==> src/rtl/pi_filt_pkg.sv <==
package pi_filt_pkg;
  typedef enum logic [1:0] {
    SLIP_NONE = 2'b00,
    SLIP_UP   = 2'b01,
    SLIP_DN   = 2'b10
  } slip_dir_e;

  // Width that holds any sum of state, shifted gains and mid-scale.
  function automatic int ext_width(input int int_w, input int ctrl_w, input int shift_w);
    int base;
    base = (int_w > ctrl_w) ? int_w : ctrl_w;
    return base + (1 << shift_w) + 3;
  endfunction
endpackage

==> src/rtl/pif_rst_sync.sv <==
module pif_rst_sync (
  input  logic clk,
  input  logic rst_n,
  output logic rst_s_n
);
  logic [1:0] sync_q;

  always_ff @(posedge clk or negedge rst_n) begin
    if (!rst_n) sync_q <= 2'b00;
    else        sync_q <= {sync_q[0], 1'b1};
  end

  assign rst_s_n = sync_q[1];
endmodule

==> src/rtl/pif_integ.sv <==
module pif_integ
  import pi_filt_pkg::*;
#(
  parameter int INT_W   = 16,
  parameter int SHIFT_W = 4,
  parameter int EXT_W   = 36
) (
  input  logic                    clk,
  input  logic                    rst_n,
  input  logic                    en,
  input  logic                    up,
  input  logic                    rf,
  input  logic                    ff,
  input  logic [SHIFT_W-1:0]      ki_sh,
  input  logic [SHIFT_W-1:0]      ks_sh,
  output logic signed [INT_W-1:0] integ_q
);
  localparam logic signed [EXT_W-1:0] IMAX = {{(EXT_W-INT_W+1){1'b0}}, {(INT_W-1){1'b1}}};
  localparam logic signed [EXT_W-1:0] IMIN = {{(EXT_W-INT_W+1){1'b1}}, {(INT_W-1){1'b0}}};
  localparam logic signed [EXT_W-1:0] ONE  = {{(EXT_W-1){1'b0}}, 1'b1};

  slip_dir_e                 slip_dir;
  logic signed [EXT_W-1:0]   bb_step, slip_step, cur_ext, sum_ext, sat_ext;
  logic signed [INT_W-1:0]   integ_d;

  always_comb begin
    unique case ({ff, rf})
      2'b01:   slip_dir = SLIP_UP;
      2'b10:   slip_dir = SLIP_DN;
      default: slip_dir = SLIP_NONE;
    endcase
  end

  always_comb begin
    bb_step = up ? (ONE <<< ki_sh) : -(ONE <<< ki_sh);
    unique case (slip_dir)
      SLIP_UP: slip_step = ONE <<< ks_sh;
      SLIP_DN: slip_step = -(ONE <<< ks_sh);
      default: slip_step = '0;
    endcase
    cur_ext = {{(EXT_W-INT_W){integ_q[INT_W-1]}}, integ_q};
    sum_ext = cur_ext + bb_step + slip_step;
    if (sum_ext > IMAX)      sat_ext = IMAX;
    else if (sum_ext < IMIN) sat_ext = IMIN;
    else                     sat_ext = sum_ext;
    integ_d = en ? sat_ext[INT_W-1:0] : integ_q;
  end

  always_ff @(posedge clk or negedge rst_n) begin
    if (!rst_n) integ_q <= '0;
    else        integ_q <= integ_d;
  end
endmodule

==> src/rtl/pif_prop.sv <==
module pif_prop #(
  parameter int SHIFT_W = 4,
  parameter int PW      = 18
) (
  input  logic                 clk,
  input  logic                 rst_n,
  input  logic                 en,
  input  logic                 up,
  input  logic [SHIFT_W-1:0]   kp_sh,
  output logic signed [PW-1:0] prop_q
);
  localparam logic signed [PW-1:0] ONE = {{(PW-1){1'b0}}, 1'b1};

  logic signed [PW-1:0] prop_d;

  always_comb begin
    if (en) prop_d = up ? (ONE <<< kp_sh) : -(ONE <<< kp_sh);
    else    prop_d = prop_q;
  end

  always_ff @(posedge clk or negedge rst_n) begin
    if (!rst_n) prop_q <= '0;
    else        prop_q <= prop_d;
  end
endmodule

==> src/rtl/pif_clamp.sv <==
module pif_clamp #(
  parameter int INT_W  = 16,
  parameter int PW     = 18,
  parameter int CTRL_W = 10,
  parameter int EXT_W  = 36
) (
  input  logic signed [INT_W-1:0] integ,
  input  logic signed [PW-1:0]    prop,
  output logic [CTRL_W-1:0]       ctrl
);
  localparam logic signed [EXT_W-1:0] ONE  = {{(EXT_W-1){1'b0}}, 1'b1};
  localparam logic signed [EXT_W-1:0] MID  = ONE <<< (CTRL_W-1);
  localparam logic signed [EXT_W-1:0] CMAX = {{(EXT_W-CTRL_W){1'b0}}, {CTRL_W{1'b1}}};

  logic signed [EXT_W-1:0] sum_ext;

  always_comb begin
    sum_ext = MID
            + {{(EXT_W-INT_W){integ[INT_W-1]}}, integ}
            + {{(EXT_W-PW){prop[PW-1]}}, prop};
    if (sum_ext[EXT_W-1])   ctrl = '0;
    else if (sum_ext > CMAX) ctrl = '1;
    else                     ctrl = sum_ext[CTRL_W-1:0];
  end
endmodule

==> src/rtl/pi_slip_filter.sv <==
module pi_slip_filter
  import pi_filt_pkg::*;
#(
  parameter int INT_W   = 16,
  parameter int CTRL_W  = 10,
  parameter int SHIFT_W = 4
) (
  input  logic                    clk,
  input  logic                    rst_n,
  input  logic                    cmp_vld,
  input  logic                    fb_late,
  input  logic                    ref_fast,
  input  logic                    fb_fast,
  input  logic [SHIFT_W-1:0]      kp_sh,
  input  logic [SHIFT_W-1:0]      ki_sh,
  input  logic [SHIFT_W-1:0]      ks_sh,
  output logic [CTRL_W-1:0]       dco_ctrl,
  output logic signed [INT_W-1:0] integ_q
);
  localparam int EXT_W = ext_width(INT_W, CTRL_W, SHIFT_W);
  localparam int PW    = (1 << SHIFT_W) + 2;

  logic                 rst_s_n;
  logic signed [PW-1:0] prop_q;

  pif_rst_sync u_rst (
    .clk     (clk),
    .rst_n   (rst_n),
    .rst_s_n (rst_s_n)
  );

  pif_integ #(.INT_W(INT_W), .SHIFT_W(SHIFT_W), .EXT_W(EXT_W)) u_integ (
    .clk     (clk),
    .rst_n   (rst_s_n),
    .en      (cmp_vld),
    .up      (fb_late),
    .rf      (ref_fast),
    .ff      (fb_fast),
    .ki_sh   (ki_sh),
    .ks_sh   (ks_sh),
    .integ_q (integ_q)
  );

  pif_prop #(.SHIFT_W(SHIFT_W), .PW(PW)) u_prop (
    .clk    (clk),
    .rst_n  (rst_s_n),
    .en     (cmp_vld),
    .up     (fb_late),
    .kp_sh  (kp_sh),
    .prop_q (prop_q)
  );

  pif_clamp #(.INT_W(INT_W), .PW(PW), .CTRL_W(CTRL_W), .EXT_W(EXT_W)) u_clamp (
    .integ (integ_q),
    .prop  (prop_q),
    .ctrl  (dco_ctrl)
  );
endmodule

==> config.mk <==
export PLATFORM = sky130hd
export DESIGN_NAME = pi_slip_filter
export DESIGN_NICKNAME = d
export VERILOG_FILES = /design/src/rtl/pi_filt_pkg.sv /design/src/rtl/pif_rst_sync.sv /design/src/rtl/pif_integ.sv /design/src/rtl/pif_prop.sv /design/src/rtl/pif_clamp.sv /design/src/rtl/pi_slip_filter.sv
export SDC_FILE = /design/constraint.sdc
export NUM_CORES = 1
export LEC_CHECK = 0
export CAP_MARGIN = 20
export CORE_ASPECT_RATIO = 0.6
export CORE_MARGIN = 4
export CORE_UTILIZATION = 55
export DETAILED_ROUTE_END_ITERATION = 6
export DONT_BUFFER_PORTS = 1
export PLACE_DENSITY = 0.7
export SLEW_MARGIN = 20
export SYNTH_ARGS = -nofsm -noshare
export SYNTH_HDL_FRONTEND = slang
export SYNTH_SLANG_ARGS = --single-unit
==> constraint.sdc <==
create_clock -name clk -period 5 [get_ports clk]
set_input_delay 1 -clock clk [delete_from_list [all_inputs] [get_ports clk]]
set_output_delay 1 -clock clk [all_outputs]
set_load 0.01 [all_outputs]
==> results of run 1 <==
-- per-layer routing --
layer,global-route usage,vias up
li1,-,3576
met1,0.473,3637
met2,0.463,427
met3,0.0897,36
met4,0.0501,0
met5,0.0340,-
-- sequential cells by signal, indices dropped and copies added (netlist names) --
name,cells
u_prop.prop_q,18
u_rst.sync_q,2
u_integ.integ_q,16
-- metrics by stage --
step                instance area, µm²  TNS [ns]  setup slack (ns)  hold slack, ns  utilization
global route                      8850    -10.40            -0.709           0.343        0.731
CTS                               8590     -6.09            -0.425           0.302        0.710
global placement                  8170    -12.51            -0.818           0.278        0.675
finish                            8850     -6.44            -0.459           0.277        0.731
detailed placement                8170    -14.89            -0.986           0.309        0.675
floorplan                         7000    -10.66            -0.749           0.331            -
-- final cells by class --
| cell class | count | area share |
|---|---|---|
| tap | 165 | 0.0233 |
| clock inverter | 3 | 0.00481 |
| clock buffer | 5 | 0.0141 |
| multi-input combinational | 752 | 0.665 |
| inverter | 100 | 0.0426 |
| timing repair buffer | 170 | 0.148 |
| sequential | 36 | 0.102 |
-- what timing repair did --
| action | in CTS | in global routing |
|---|---|---|
| cloned | 1 | 0 |
| resized for setup | 43 | 56 |
| pin swaps | 26 | 19 |
| setup buffers | 5 | 6 |
| hold buffers | 0 | 0 |
| endpoints found under the hold margin | 0 | 0 |
| setup endpoints to repair | 26 | 26 |
-- cells in the mapped netlist (4+ instances only) --
| master | number |
|---|---|
| a211oi_1 | 8 |
| a21boi_0 | 4 |
| a21o_1 | 18 |
| a21oi_1 | 83 |
| a221oi_1 | 4 |
| a22o_1 | 4 |
| a22oi_1 | 4 |
| a31oi_1 | 19 |
| and2_1 | 8 |
| and3_1 | 8 |
| buf_1 | 4 |
| clkbuf_1 | 47 |
| dfrtp_1 | 36 |
| fa_1 | 33 |
| ha_1 | 58 |
| inv_1 | 98 |
| mux2_2 | 5 |
| mux2i_1 | 6 |
| nand2_1 | 85 |
| nand2b_1 | 14 |
| nand3_1 | 22 |
| nand4_1 | 16 |
| nor2_1 | 79 |
| nor2b_1 | 17 |
| nor3_1 | 25 |
| nor4_1 | 9 |
| o211ai_1 | 6 |
| o21a_1 | 19 |
| o21ai_0 | 67 |
| o21bai_1 | 5 |
| o221ai_1 | 4 |
| o22ai_1 | 7 |
| o22ai_2 | 9 |
| o32ai_1 | 5 |
| or2_2 | 8 |
| or3_1 | 10 |
| or4_1 | 4 |
| xnor2_1 | 22 |
| xor2_1 | 13 |
-- critical path, delay by kind of cell --
kind	cells	cell delay, ns
adders and majority gates	3	1.00
and+or+nand+nor	9	2.13
AOI/OAI and AO/OA	6	0.88
buffers and inverters	3	0.43
xor gates and xnor gates	1	0.16
-- how the worst max path moves through the flow --
| stage | startpoint | to | slack, ns |
|---|---|---|---|
| 2_1_floorplan | ki_sh[2] | u_integ.integ_q[13] | -0.75 |
| 3_3_place_gp | ref_fast | u_integ.integ_q[0] | -0.82 |
| 3_5_place_dp | ki_sh[3] | u_integ.integ_q[4] | -0.99 |
| 4_1_cts | ki_sh[1] | u_integ.integ_q[4] | -0.42 |
| 5_1_grt | ki_sh[1] | u_integ.integ_q[4] | -0.71 |
| 6_report | ki_sh[1] | u_integ.integ_q[4] | -0.46 |
-- power by group --
| part | switching, µW | total, µW | leakage [µW] | internal, µW |
|---|---|---|---|---|
| combinational | 3120 | 5790 | 0.00354 | 2660 |
| clock | 130 | 364 | 0.0000798 | 234 |
| sequential | 163 | 534 | 0.000413 | 370 |
| total | 3420 | 6690 | 0.00404 | 3270 |
-- cell families (layout without fill, tap and decap cells) --
group / Yosys count / after routing / share of synthesized area
AOI/OAI and AO/OA: 298 / 298 / 0.287
xor gates and xnor gates: 35 / 35 / 0.0448
adders and majority gates: 91 / 91 / 0.202
buffers and inverters: 158 / 278 / 0.0910
DFF: 36 / 36 / 0.132
muxes: 11 / 11 / 0.0170
other: 1 / 1 / 0.000548
and+or+nand+nor: 316 / 316 / 0.226
==> flow_summary.json, run 1 <==
{
  "synth_top_area_share": 0.132,
  "synth_seq_cells": 36,
  "synth_area_per_cell_um2": 7.24,
  "wl_um": 24100,
  "grt-ovfl-total": 0,
  "num_rows": 31,
  "synth.area.top_cells": "dfrtp_1 (13%), ha_1 (11%), fa_1 (9.6%)",
  "fp.dieW_um": 152,
  "final_antenna_net_count": 0,
  "nNetsFinal": 1174,
  "fin_ws_ns": -0.459,
  "routabilityCongestion": 1.04,
  "synth.net_count": 1055,
  "reg2reg_from": "u_integ.integ_q[15]",
  "critPathMaxFanout": 19,
  "outcome": "finished, violations left",
  "cts_root_buffer": "clkbuf_16",
  "wl_met3_um": 2820,
  "grt_max_degree": 57,
  "cts_max_path_buffers": 2,
  "ir_drop_mv": 0.477,
  "cts_buffers": 5,
  "drtIter0Drc": 897,
  "start_kind": "input port",
  "violations": "negative setup slack",
  "cp.arrival_ns": 5.62,
  "timing.final.crit_share": 1.09,
  "r2r_end": "u_integ.integ_q[4]",
  "fin_crit_ns": 5.46,
  "slew_headroom": 0.614,
  "netlist-cell-type-count": 77,
  "clk-insertion-delay-late_ns": 0.28,
  "finalSetupViolations": 15,
  "cp.required_ns": 5.16,
  "p_leak_uw": 0.00404,
  "seqCellArea_um2": 903,
  "max_freq_ghz": 0.183,
  "yosysSeqAreaShare": 0.132,
  "drc": 0,
  "syn_area_um2": 6850,
  "finClkSkew_ns": 0.00674,
  "die_h_um": 94.4,
  "dp_cells": 1213,
  "track_usage": 0.318,
  "final_cell_mix": "buf_4 (165), inv_1 (96), nand2_1 (83), nor2_1 (76), a21oi_1 (68)",
  "reg2reg_setup_slack_ns": 0.50,
  "cpPeakStageDelay_ns": 0.56,
  "rsz0062_at_grt": "true",
  "antenna_found_initial": 0,
  "grt_pass1_wl_um": 37200,
  "multi_input_comb_area_um2": 5880,
  "total_power_uw": 6690,
  "crit_type": "in2reg",
  "cap_violations": 0,
  "tritoncts": "yes",
  "critical_path.slowest_cell": "fa_1",
  "grt_pass1_vias": 7103,
  "slew_viol_final": 0,
  "n_fill_cell": 967,
  "vias": 7676,
  "synth-edff-count": 0,
  "wl_per_cell_um": 19.5,
  "ys.flop_type": "dfrtp_1",
  "worst_pin_slew_ns": 0.578,
  "synth_largest_area_cell": "dfrtp_1",
  "cellPowerDensity_nw_per_um2": 756,
  "yosysWarningCount": 0,
  "dieArea_um2": 14400,
  "syn_to_final_growth_pct": 29.2,
  "route.met2.wl_um": 10100,
  "hold_viol": 0,
  "n_antenna_cell": 0,
  "first_pass_iters": 6,
  "drive_gt1_frac": 0.280,
  "mostFrequentLayoutCell": "buf_4",
  "cts.clk_slew.worst_paths_ns": 0.06,
  "cts_sinks": 36,
  "dp_hpwl_um": 18300,
  "synth_cells": 946,
  "top_layer": "met4",
  "path_cells": "nor3_4, nand2b_1, ha_4, buf_4, nand2_2, o21ai_2, a22oi_2, o221ai_2, fa_1, inv_2, ha_4, and2_4, nand4_1, o32ai_2, or3_4, xor2_2, or4_4, nor4bb_4, nand4_1, o31ai_4, buf_6, o22ai_1",
  "h-tree-depth": 2,
  "port_buffers": 0,
  "vias_per_cell": 6.24,
  "start_util": 0.566,
  "met1_length_um": 10800,
  "rr_worst_depth": 16,
  "core_um2": 12100,
  "min_path_type": "reg2async",
  "async_flop_share": 1.00,
  "instances_no_fill": 1231,
  "worstSetupEndpointType": "flop",
  "io_pins": 44
}
Note: power is estimated with default switching activity, not from simulation.
==> inputs of run 2 (changes only) <==
--- a/config.mk
+++ b/config.mk
@@ -7,7 +7,6 @@
 export LEC_CHECK = 0
 export CAP_MARGIN = 20
 export CORE_ASPECT_RATIO = 0.6
-export CORE_MARGIN = 4
 export CORE_UTILIZATION = 55
 export DETAILED_ROUTE_END_ITERATION = 6
 export DONT_BUFFER_PORTS = 1
==> constraint.sdc (replaced) <==
create_clock -name clk -period 5.7 [get_ports clk]
set_input_delay 1.14 -clock clk [delete_from_list [all_inputs] [get_ports clk]]
set_output_delay 1.14 -clock clk [all_outputs]
set_load 0.01 [all_outputs]
==> flow_summary.json, run 2 (synthesis gave the netlist of run 1 again) <==
{
  "top_layer": "met5",
  "cpPeakStageDelay_ns": 0.52,
  "worst-path-buf-inv": 7,
  "worst-path-stages": 24,
  "power.switching_uw": 2880,
  "crit_type": "in2reg",
  "total_power_uw": 5520,
  "mostFrequentLayoutCell": "buf_4",
  "stdcell_area_um2": 8380,
  "grt_max_degree": 57,
  "largestRegisters": "u_prop.prop_q (18), u_integ.integ_q (16), u_rst.sync_q (2)",
  "grt_pass1_vias": 6632,
  "wl_per_cell_um": 19.5,
  "tritoncts": "yes",
  "syn_to_final_growth_pct": 22.4,
  "track_usage": 0.346,
  "dp_hpwl_um": 17900,
  "die_h_um": 88.4,
  "violations": "design-rule violations",
  "cp.required_ns": 5.87,
  "slew_headroom": 0.658,
  "n_antenna_cell": 0,
  "slew_viol_final": 0,
  "critPathMaxFanout": 7,
  "rsz0062_at_grt": "true",
  "grt_pass1_wl_um": 35100,
  "dpl_cell_area_um2": 7820,
  "cts_root_buffer": "clkbuf_16",
  "clock_power_share": 0.053,
  "cts_hold_buf": 0,
  "min_path_type": "reg2async",
  "route.met2.wl_um": 9470,
  "p_sw_frac": 0.522,
  "start_util": 0.566,
  "met1_length_um": 11000,
  "hold_viol": 0,
  "worst_pin_slew_ns": 0.513,
  "drc": 4,
  "critical_path.slowest_cell": "or4_1",
  "ir_drop_mv": 0.379,
  "postLayoutCoreUtil": 0.693,
  "worstSetupEndpointType": "flop",
  "cts.clk_slew.worst_paths_ns": 0.06,
  "wl_met3_um": 2430,
  "drtIter0Drc": 861,
  "finalSetupViolations": 0,
  "final_cell_mix": "buf_4 (125), inv_1 (96), nand2_1 (83), nor2_1 (76), a21oi_1 (72)",
  "fp.dieW_um": 146,
  "vias": 7572,
  "vias_per_cell": 6.36,
  "port_buffers": 0,
  "p_leak_uw": 0.00377,
  "final_antenna_net_count": 0,
  "grt-ovfl-total": 0,
  "share_comb_of_total_power": 0.859,
  "path_cells": "inv_1, ha_2, nor2b_4, clkinv_2, buf_4, nor2_1, nand2_1, o21ai_0, fa_1, ha_1, a21oi_2, nand4b_1, buf_6, buf_4, a211oi_2, or3_4, xor2_1, or4_1, nor4bb_1, nand4_1, o31ai_4, buf_6, clkbuf_16, o22ai_1",
  "pwr-share-seq": 0.088,
  "max_freq_ghz": 0.176,
  "num_rows": 31,
  "nNetsFinal": 1133,
  "rr_worst_depth": 17,
  "core_um2": 12100,
  "timing.final.crit_share": 0.999,
  "largest_register_ffs": 18,
  "n_fill_cell": 1018,
  "h-tree-depth": 2,
  "cts_sinks": 36,
  "outcome": "finished, violations left",
  "cts_buffers": 5,
  "io_pins": 44,
  "cellPowerDensity_nw_per_um2": 658,
  "wl_um": 23200,
  "start_kind": "input port",
  "first_pass_iters": 7,
  "internal_power_uw": 2640,
  "dp_cells": 1169,
  "finClkSkew_ns": 0.00737,
  "dieArea_um2": 12900,
  "regMostFlops": "u_prop.prop_q",
  "antenna_found_initial": 0,
  "cts_max_path_buffers": 2,
  "instances_no_fill": 1190,
  "tns_ns": 0,
  "routabilityCongestion": 0.976,
  "clk-insertion-delay-late_ns": 0.29,
  "cap_violations": 0,
  "cpLargestDelayFamily": "simple AND/OR/NAND/NOR gates",
  "drive_gt1_frac": 0.225,
  "cp.arrival_ns": 5.87,
  "fin_crit_ns": 5.69
}
## run 2: changes by cell type in the layout (fill, tap and decap cells not counted), sizes merged
cell	change
buf	-42
clkbuf	+2
clkinvlp	-1
bufinv	-1
inv	+1
## run 2: worst paths after layout
kind / from / to / slack [ns]
max in group asynchronous: u_rst.sync_q[1] / u_prop.prop_q[6] / 5.08
hold reg to reg: u_rst.sync_q[1] / u_prop.prop_q[14] / 0.29
hold / removal: u_rst.sync_q[1] / u_prop.prop_q[14] / 0.29
setup / recovery: ref_fast / u_integ.integ_q[2] / 0.005
setup reg to reg: u_integ.integ_q[15] / u_integ.integ_q[2] / 0.59
min in group clk: u_rst.sync_q[0] / u_rst.sync_q[1] / 0.35
## run 2: metrics by stage
step	worst slack (ns)	hold slack [ns]
2_1_floorplan	-0.194	0.331
3_3_place_gp	-0.230	0.287
3_5_place_dp	-0.310	0.295
4_1_cts	0.00690	0.299
5_1_grt	-0.156	0.337
6_report	0.00523	0.285
## run 2: metal layers
layer,vias up,global-route usage
met5,-,0
met3,36,0.0861
li1,3511,-
met2,402,0.499
met1,3621,0.526
met4,2,0.0455
## run 2: power groups by stage
stage	clock network (µW)	logic [µW]	registers, µW
after floorplan	0	2930	423
after global placement	0	4110	483
after detailed placement	0	4220	486
after CTS	296	4270	481
after global routing	308	5120	494
final	294	4740	484
## run 2: timing repair
item | in CTS | in global routing
pin swaps | 2 | 40
resized for setup | 1 | 62
buffers inserted | 0 | 12
gates cloned | 0 | 1
endpoints found under the setup margin | 15 | 15
## run 2: final cells by class
| type | instances | area (µm²) | share of cell area |
|---|---|---|---|
| clock buffer | 6 | 139 | 0.0166 |
| clock inverter | 2 | 13.8 | 0.00164 |
| inverter | 100 | 377 | 0.0449 |
| multi-input combinational | 752 | 5740 | 0.685 |
| sequential | 36 | 901 | 0.107 |
| tap | 165 | 206 | 0.0246 |
| timing repair buffer | 129 | 1010 | 0.120 |
==> inputs of run 3 (changes only) <==
--- a/config.mk
+++ b/config.mk
@@ -10,7 +10,7 @@
 export CORE_UTILIZATION = 55
 export DETAILED_ROUTE_END_ITERATION = 6
 export DONT_BUFFER_PORTS = 1
-export PLACE_DENSITY = 0.7
+export PLACE_DENSITY = 0.74
 export SLEW_MARGIN = 20
 export SYNTH_ARGS = -nofsm -noshare
 export SYNTH_HDL_FRONTEND = slang
==> flow_summary.json, run 3 (synthesis gave the netlist of run 1 again) <==
{
  "slew_headroom": 0.525,
  "fin_crit_ns": 5.71,
  "cts.clk_slew.worst_paths_ns": 0.06,
  "cts_root_buffer": "clkbuf_16",
  "worst-path-stages": 20,
  "instances_no_fill": 1176,
  "hold_viol": 0,
  "nNetsFinal": 1119,
  "crit_type": "in2reg",
  "critPathMaxFanout": 7,
  "vias_per_cell": 6.23,
  "path_cells": "inv_1, ha_2, nor2b_2, and2_4, a22o_1, fa_1, ha_1, inv_1, fa_1, nand2b_1, a21oi_1, o21ai_2, a31oi_2, xor2_1, or4_1, nor4bb_1, nand4_1, o31ai_4, clkbuf_16, o22ai_2",
  "cellPowerDensity_nw_per_um2": 644,
  "cpPeakStageDelay_ns": 0.53,
  "largestRegisters": "u_prop.prop_q (18), u_integ.integ_q (16), u_rst.sync_q (2)",
  "pwr-share-seq": 0.089,
  "wl_per_cell_um": 18.3,
  "io_pins": 44,
  "rr_worst_depth": 15,
  "reg2reg_from": "u_integ.integ_q[15]",
  "grt_pass1_wl_um": 32900,
  "grt_max_degree": 57,
  "cts_sinks": 36,
  "final_cell_mix": "buf_4 (109), inv_1 (97), nand2_1 (84), nor2_1 (77), a21oi_1 (75)",
  "violations": "design-rule violations, negative setup slack",
  "cpLargestDelayFamily": "compound AO/OA/AOI/OAI gates",
  "slew_viol_final": 0,
  "cap_violations": 0,
  "timing.final.crit_share": 1.00,
  "postLayoutCoreUtil": 0.681,
  "max_freq_ghz": 0.175,
  "drtIter0Drc": 878,
  "track_usage": 0.320,
  "critical_path.slowest_cell": "or4_1",
  "drc": 6,
  "cts_hold_buf": 0,
  "clock_power_share": 0.052,
  "fp.dieW_um": 146,
  "start_kind": "input port",
  "core_um2": 12100,
  "clk-insertion-delay-late_ns": 0.29,
  "n_antenna_cell": 0,
  "start_util": 0.566,
  "drive_gt1_frac": 0.208,
  "num_rows": 31,
  "worst_pin_slew_ns": 0.712,
  "min_path_type": "reg2async",
  "routabilityCongestion": 0.974,
  "regMostFlops": "u_prop.prop_q",
  "die_h_um": 88.4,
  "total_power_uw": 5310,
  "rsz0062_at_grt": "true",
  "syn_to_final_growth_pct": 20.4,
  "finClkSkew_ns": 0.00706,
  "grt_pass1_vias": 6128,
  "ir_drop_mv": 0.351,
  "p_sw_frac": 0.523,
  "cts_max_path_buffers": 2,
  "p_leak_uw": 0.00373,
  "wl_um": 21500,
  "endpoint": "u_integ.integ_q[13]",
  "fin_ws_ns": -0.00821,
  "worst-path-buf-inv": 3,
  "internal_power_uw": 2540,
  "antenna_found_initial": 0,
  "cp.required_ns": 5.86,
  "tritoncts": "yes",
  "outcome": "finished, violations left",
  "port_buffers": 0,
  "reg2reg_setup_slack_ns": 0.68,
  "cts_buffers": 5,
  "first_pass_iters": 7,
  "dieArea_um2": 12900,
  "h-tree-depth": 2,
  "finalSetupViolations": 5,
  "grt-ovfl-total": 0,
  "vias": 7322,
  "power.switching_uw": 2780,
  "dp_hpwl_um": 16400,
  "largest_register_ffs": 18,
  "cp.arrival_ns": 5.87,
  "holdWs_ns": 0.270,
  "final_antenna_net_count": 0,
  "dp_cells": 1161,
  "critPathLaunch": "ref_fast",
  "share_comb_of_total_power": 0.859,
  "worstSetupEndpointType": "flop",
  "mostFrequentLayoutCell": "buf_4",
  "r2r_end": "u_integ.integ_q[13]"
}
==> run 3: cell types whose count changed in the layout (fill, tap and decap cells not counted), sizes merged <==
cell	change
clkinv	+1
buf	-15
==> run 3: metrics by stage <==
stage | setup slack, ns | setup TNS (ns) | instance area, µm²
floorplan | -0.194 | -2.14 | 7000
global placement | -0.229 | -3.17 | 7780
detailed placement | -0.286 | -3.84 | 7780
CTS | 0.0238 | 0 | 7930
global route | -0.232 | -3.25 | 8250
finish | -0.00821 | -0.0206 | 8250
==> run 3: worst min-delay path by stage <==
stage	cells past startpoint	slack [ns]	to
CTS	1	0.29	u_prop.prop_q[11]
global placement	1	0.28	u_prop.prop_q[11]
global route	1	0.32	u_prop.prop_q[11]
finish	1	0.27	u_prop.prop_q[11]
detailed placement	1	0.28	u_prop.prop_q[11]
floorplan	0	0.33	u_rst.sync_q[1]
==> run 3: timing repair <==
action / 4_1_cts / 5_1_grt
pin swaps: 0 / 27
resized for setup: 2 / 49
endpoints found under the setup margin: 6 / 15
setup buffers: 0 / 6
cloned: 0 / 1
==> run 3: final cells by class <==
| type | count | area (µm²) |
|---|---|---|
| Multi-Input combinational cell | 752 | 5700 |
| Fill cell | 1057 | 3860 |
| Timing Repair Buffer | 115 | 920 |
| Sequential cell | 36 | 901 |
| Inverter | 100 | 378 |
| Tap cell | 165 | 206 |
| Clock buffer | 5 | 125 |
| Clock inverter | 3 | 18.8 |
==> run 3: metal layers <==
| metal | GRT usage | wire [µm] | up-vias |
|---|---|---|---|
| met5 | 0 | 0 | - |
| met1 | 0.524 | 10700 | 3418 |
| met2 | 0.432 | 8440 | 407 |
| li1 | - | - | 3486 |
| met4 | 0.0170 | 59 | 0 |
| met3 | 0.0680 | 2340 | 11 |
==> run 3: power groups by stage <==
stage	Combinational [µW]	Clock, µW	Sequential (µW)
finish	4560	274	473
global route	4960	288	482
CTS	4190	274	469
detailed placement	4150	0	474
global placement	4090	0	470
floorplan	2930	0	423
